## src/rtl/patch_pkg.sv

```systemverilog
package patch_pkg;

    typedef enum logic [1:0] {
        ACT_REMAP   = 2'b00,
        ACT_BK_LO   = 2'b01,
        ACT_BK_HI   = 2'b10,
        ACT_BK_BOTH = 2'b11
    } act_e;

    // One comparator: action, word address bits 28:2, enable
    typedef struct packed {
        act_e        act;
        logic [26:0] cmp;
        logic        en;
    } cmp_slot_t;

    localparam int CFG_CTRL = 0;
    localparam int CFG_BASE = 1;
    localparam int CFG_CMP0 = 2;

endpackage

```

## src/rtl/patch_cfg_regs.sv

```systemverilog
module patch_cfg_regs
    import patch_pkg::*;
#(
    parameter int N_CMP    = 8,
    parameter int IDX_W    = 4,
    parameter int SLOT_LSB = 5
) (
    input  logic                       clk,
    input  logic                       rst_n,
    input  logic                       we,
    input  logic [IDX_W-1:0]           addr,
    input  logic [31:0]                wdata,
    output logic [31:0]                rdata,
    output logic                       glob_en,
    output logic [31-SLOT_LSB:0]       base,
    output cmp_slot_t [N_CMP-1:0]      slots
);
    localparam int BASE_W = 32 - SLOT_LSB;

    typedef struct packed {
        logic                  glob_en;
        logic [BASE_W-1:0]     base;
        cmp_slot_t [N_CMP-1:0] slot;
    } regs_t;

    regs_t regs_d, regs_q;

    always_comb begin
        regs_d = regs_q;
        rdata  = '0;
        if (we) begin
            if (addr == IDX_W'(CFG_CTRL)) regs_d.glob_en = wdata[0];
            if (addr == IDX_W'(CFG_BASE)) regs_d.base    = wdata[31:SLOT_LSB];
            for (int i = 0; i < N_CMP; i++) begin
                if (addr == IDX_W'(CFG_CMP0 + i)) begin
                    regs_d.slot[i].act = act_e'(wdata[31:30]);
                    regs_d.slot[i].cmp = wdata[28:2];
                    regs_d.slot[i].en  = wdata[0];
                end
            end
        end
        if (addr == IDX_W'(CFG_CTRL)) rdata = {31'd0, regs_q.glob_en};
        if (addr == IDX_W'(CFG_BASE)) rdata = {regs_q.base, {SLOT_LSB{1'b0}}};
        for (int i = 0; i < N_CMP; i++) begin
            if (addr == IDX_W'(CFG_CMP0 + i))
                rdata = {regs_q.slot[i].act, 1'b0, regs_q.slot[i].cmp,
                         1'b0, regs_q.slot[i].en};
        end
    end

    // Only the enables have a defined reset value
    always_ff @(posedge clk or negedge rst_n) begin
        if (!rst_n) begin
            regs_q.glob_en <= 1'b0;
            for (int i = 0; i < N_CMP; i++) regs_q.slot[i].en <= 1'b0;
        end else begin
            regs_q <= regs_d;
        end
    end

    assign glob_en = regs_q.glob_en;
    assign base    = regs_q.base;
    assign slots   = regs_q.slot;

endmodule

```

## src/rtl/patch_cmp_bank.sv

```systemverilog
module patch_cmp_bank
    import patch_pkg::*;
#(
    parameter int N_INSTR = 6,
    parameter int N_LIT   = 2,
    parameter int SLOT_W  = 3
) (
    input  cmp_slot_t [N_INSTR+N_LIT-1:0] slots,
    input  logic                          glob_en,
    input  logic                          acc_valid,
    input  logic                          acc_literal,
    input  logic [31:0]                   acc_addr,
    output logic                          hit,
    output logic [SLOT_W-1:0]             hit_idx,
    output act_e                          hit_act
);
    localparam int N_CMP = N_INSTR + N_LIT;

    logic [N_CMP-1:0] match;
    act_e             eff_act [N_CMP];

    for (genvar g = 0; g < N_CMP; g++) begin : g_cmp
        localparam bit IS_LIT = (g >= N_INSTR);
        assign match[g] = slots[g].en && glob_en && acc_valid
                       && (acc_literal == IS_LIT)
                       && (acc_addr[28:2] == slots[g].cmp);
        if (IS_LIT) begin : g_lit
            assign eff_act[g] = ACT_REMAP;
        end else begin : g_ins
            assign eff_act[g] = slots[g].act;
        end
    end

    // Lowest index wins: scan from the top so the lowest overwrites last
    always_comb begin
        hit     = 1'b0;
        hit_idx = '0;
        hit_act = ACT_REMAP;
        for (int i = N_CMP - 1; i >= 0; i--) begin
            if (match[i]) begin
                hit     = 1'b1;
                hit_idx = SLOT_W'(i);
                hit_act = eff_act[i];
            end
        end
    end

endmodule

```

## src/rtl/patch_unit.sv

```systemverilog
module patch_unit
    import patch_pkg::*;
#(
    parameter int N_INSTR = 6,
    parameter int N_LIT   = 2
) (
    input  logic        clk,
    input  logic        rst_n,
    input  logic        cfg_we,
    input  logic [3:0]  cfg_addr,
    input  logic [31:0] cfg_wdata,
    output logic [31:0] cfg_rdata,
    input  logic        acc_valid,
    input  logic        acc_literal,
    input  logic [31:0] acc_addr,
    output logic        remap_valid,
    output logic [31:0] remap_addr,
    output logic        bkpt_req,
    output logic [1:0]  bkpt_mask
);
    localparam int N_CMP    = N_INSTR + N_LIT;
    localparam int SLOT_W   = $clog2(N_CMP);
    localparam int SLOT_LSB = SLOT_W + 2;
    localparam int BASE_W   = 32 - SLOT_LSB;
    localparam int IDX_W    = 4;

    typedef struct packed {
        logic        remap;
        logic [31:0] raddr;
        logic        bkpt;
        logic [1:0]  mask;
    } out_t;

    logic                  glob_en_w;
    logic [BASE_W-1:0]     base_w;
    cmp_slot_t [N_CMP-1:0] slots_w;
    logic                  hit_w;
    logic [SLOT_W-1:0]     hit_idx_w;
    act_e                  hit_act_w;
    out_t                  out_d, out_q;

    patch_cfg_regs #(.N_CMP(N_CMP), .IDX_W(IDX_W), .SLOT_LSB(SLOT_LSB)) i_regs (
        .clk    (clk),
        .rst_n  (rst_n),
        .we     (cfg_we),
        .addr   (cfg_addr),
        .wdata  (cfg_wdata),
        .rdata  (cfg_rdata),
        .glob_en(glob_en_w),
        .base   (base_w),
        .slots  (slots_w)
    );

    patch_cmp_bank #(.N_INSTR(N_INSTR), .N_LIT(N_LIT), .SLOT_W(SLOT_W)) i_bank (
        .slots      (slots_w),
        .glob_en    (glob_en_w),
        .acc_valid  (acc_valid),
        .acc_literal(acc_literal),
        .acc_addr   (acc_addr),
        .hit        (hit_w),
        .hit_idx    (hit_idx_w),
        .hit_act    (hit_act_w)
    );

    always_comb begin
        out_d = '0;
        if (hit_w) begin
            if (hit_act_w == ACT_REMAP) begin
                out_d.remap = 1'b1;
                out_d.raddr = {base_w, hit_idx_w, 2'b00};
            end else begin
                out_d.bkpt = 1'b1;
                out_d.mask = hit_act_w;
            end
        end
    end

    always_ff @(posedge clk or negedge rst_n) begin
        if (!rst_n) out_q <= '0;
        else        out_q <= out_d;
    end

    assign remap_valid = out_q.remap;
    assign remap_addr  = out_q.raddr;
    assign bkpt_req    = out_q.bkpt;
    assign bkpt_mask   = out_q.mask;

endmodule

```

## config.mk

```make
export PLATFORM = sky130hd
export DESIGN_NAME = patch_unit
export DESIGN_NICKNAME = d
export VERILOG_FILES = /design/src/rtl/patch_pkg.sv /design/src/rtl/patch_cfg_regs.sv /design/src/rtl/patch_cmp_bank.sv /design/src/rtl/patch_unit.sv
export SDC_FILE = /design/constraint.sdc
export NUM_CORES = 1
export LEC_CHECK = 0
export BUFFER_PORTS_ARGS = -buffer_cell sky130_fd_sc_hd__buf_2
export CORE_UTILIZATION = 40
export DETAILED_ROUTE_END_ITERATION = 6
export PLACE_DENSITY_LB_ADDON = 0.2
export REMOVE_ABC_BUFFERS = 1
export SKIP_CTS_REPAIR_TIMING = 1
export SLEW_MARGIN = 10
export SYNTH_ARGS = -nofsm -noshare
export SYNTH_HDL_FRONTEND = slang
export SYNTH_HIERARCHICAL = 1
export SYNTH_SLANG_ARGS = --single-unit
```

## constraint.sdc

```tcl
create_clock -name clk -period 3.51 [get_ports clk]
set_input_delay 0.702 -clock clk [delete_from_list [all_inputs] [get_ports clk]]
set_output_delay 0.702 -clock clk [all_outputs]
set_load 0.01 [all_outputs]
```

==> flow_summary.yaml <==
placed_design:
  hpwlAfterDp_um: 38700
  place_congestion: 0.981
  portBuffers: 131
timing:
  tightest_slew_ps: 557
  maxSlewHeadroom_pct: 61.9
  skew_ps: 19.0
  drv_slew: 0
  fin_crit_ps: 3190
  holdWs_ps: 48.6
  finalSetupViolations: 0
  rsz0062_at_grt: "false"
  fin_crit_sh_pct: 90.8
  hold_violations: 0
  fmax_mhz: 314
routing:
  drc: 0
  num_vias: 10900
  firstDrtPassIters: 5
  routedWlPerCell_um: 28.4
  drt_iter0_drc: 1223
  highest_layer: "met5"
  wl_met3_um: 3640
  vias_per_cell: 5.79
  ant_nets: 0
  wl_um: 53700
  routed-wl-met2_um: 24800
  wl_met1_um: 23700
logic_synthesis:
  syn_inst: 1142
  async_reset_ff_share_pct: 14.2
  netlist-cell-type-count: 70
  ys_top_cells_by_count: "edfxtp_1, xnor2_1, xor2_1, dfrtp_1, nand4_1"
  synth_top_area_cell: "edfxtp_1"
  synth_edf_count: 259
  ys_warn_count: 6
  ys_ff_latch: 302
  synth_area_leaders: "edfxtp_1, xnor2_1, dfrtp_1"
  yosysSeqAreaShare_pct: 58.6
  synth_most_common_cell: "edfxtp_1"
  yosysTopAreaCellShare_pct: 51.5
  netlist_area_sq_um: 15100
  ys.flop_type: "edfxtp_1"
  synth_area_per_cell_sq_um: 13.2
setup_path:
  cp_slowest_cell: "nand2_1"
  arrival_ps: 2490
  critical_path.max_stage_delay_ps: 330
  cp-end-kind: "output pin"
  crit_type: "input port to output pin"
  cpMostUsedCell: "buf_4"
  critical-path-top-delay-family: "buffers and inverters"
  path_cells: "buf_4 -> buf_12 -> nor3b_4 -> nand2_1 -> o22ai_1 -> nor3_1 -> buf_4 -> buf_2"
  worstPathRequired_ps: 2810
  start_kind: "input port"
  critical_path_buf_inv_count: 4
  crit_fanout: 31
global_route:
  antenna_found_initial: 4
  grtUsageTotal_pct: 28.0
  grt-ovfl-total: 0
  grt_max_degree: 44
  grt_pass1_vias: 10700
  grt_pass1_wl_um: 76400
hold_path:
  hold_path_class: "input port to async pin"
clock_network:
  cts_buffer_depth: 3
  cts.sinks: 302
  clkTransAtPathRegs_ps: 60
  htreeDepth: 2
  tritoncts: "built"
  worstSkewPairLatency_ps: 530
  root_buffer: "clkbuf_16"
  cts_buffers: 37
finish:
  nets: 1431
  utilization_pct: 49.8
  syn2layout_area_growth_pct: 21.6
  layout-drive-gt1-share_pct: 27.2
power:
  power_density_nw_per_um2: 467
  vdd_drop_max_uv: 316
  leakagePower_nw: 6.58
  p_total_mw: 8.57
floorplanning:
  die_x_um: 196
  design.die.area_sq_um: 38500
  fp.dieH_um: 196
  ioPinCount: 141
  rows: 70
  initial_utilization_pct: 40.9
  core_sq_um: 36900
outcome:
  status: "finished, final reports clean"
run:
  drv_cap: 0
[through the flow]
step | setup TNS (ps) | instance area [sq um] | setup WS [ps] | instances
final | 0 | 18400 | 323 | 1892
after global routing | 0 | 18400 | 233 | 1891
after CTS | 0 | 18400 | 293 | 1891
after detailed placement | 0 | 17200 | 17.4 | 1823
after global placement | 0 | 17200 | 70.8 | 1823
after floorplan | -51920 | 14600 | -981 | 1046
[cell type report]
cell class / instances / area, sq um
fillers: 3268 / 18500
clock inverters: 9 / 62.6
repair buffers: 273 / 1900
clock buffers: 59 / 1100
well taps: 504 / 631
flip-flops and latches: 302 / 8850
multi-input cells: 733 / 5760
inverters: 11 / 41.3
diodes: 1 / 2.50
[registers in the layout (all words and copies together) (netlist names)]
register / cells
bkpt_req: 1
remap_valid: 1
bkpt_mask: 2
remap_addr: 30
i_regs/glob_en: 1
i_regs/base: 27
i_regs/slots: 240
[cells in the final DEF, fill, tap and decap left out, drive strengths merged, types with 37 or more instances in the layout]
| master | instances |
|---|---|
| buf | 273 |
| clkbuf | 59 |
| dfrtp | 43 |
| edfxtp | 259 |
| nand2 | 38 |
| nand2b | 37 |
| nand4 | 39 |
| xnor2 | 149 |
| xor2 | 67 |
[cells by family (layout without fill, tap and decap cells)]
family	after synthesis	in the layout	synth area share [%]
XOR/XNOR	216	216	12.5
multiplexers	30	30	2.15
flip-flops	302	302	58.6
AO/OA/AOI/OAI	191	191	9.77
buffers and inverters	108	352	3.80
other	2	4	0.0497
AND/OR/NAND/NOR	293	293	13.1
[layer usage]
metal | vias up | global-route usage, %
met5 | - | 0
met3 | 86 | 4.42
met2 | 482 | 44.0
met4 | 4 | 9.64
li1 | 4785 | -
met1 | 5591 | 39.3
[where the power goes]
group          internal [mW]  total, mW  switching (mW)
Combinational          0.351      0.902           0.551
Sequential              3.96       4.03          0.0621
Clock                   2.16       3.64            1.48
[path summary, 6_finish.rpt]
check                               endpoint  slack, ps  cells past startpoint         startpoint
min reg2reg                   remap_addr[31]        550                      1    i_regs/base[26]
max reg2reg                    remap_addr[7]        460                     11  i_regs/slots[124]
max in group asynchronous     remap_addr[25]       2590                      2              rst_n
min                        i_regs/slots[180]         50                      1              rst_n
max                             cfg_rdata[2]        320                      8        cfg_addr[1]
min in group clk             i_regs/base[24]        350                      1      cfg_wdata[29]
(Power assumes the default switching activity.)
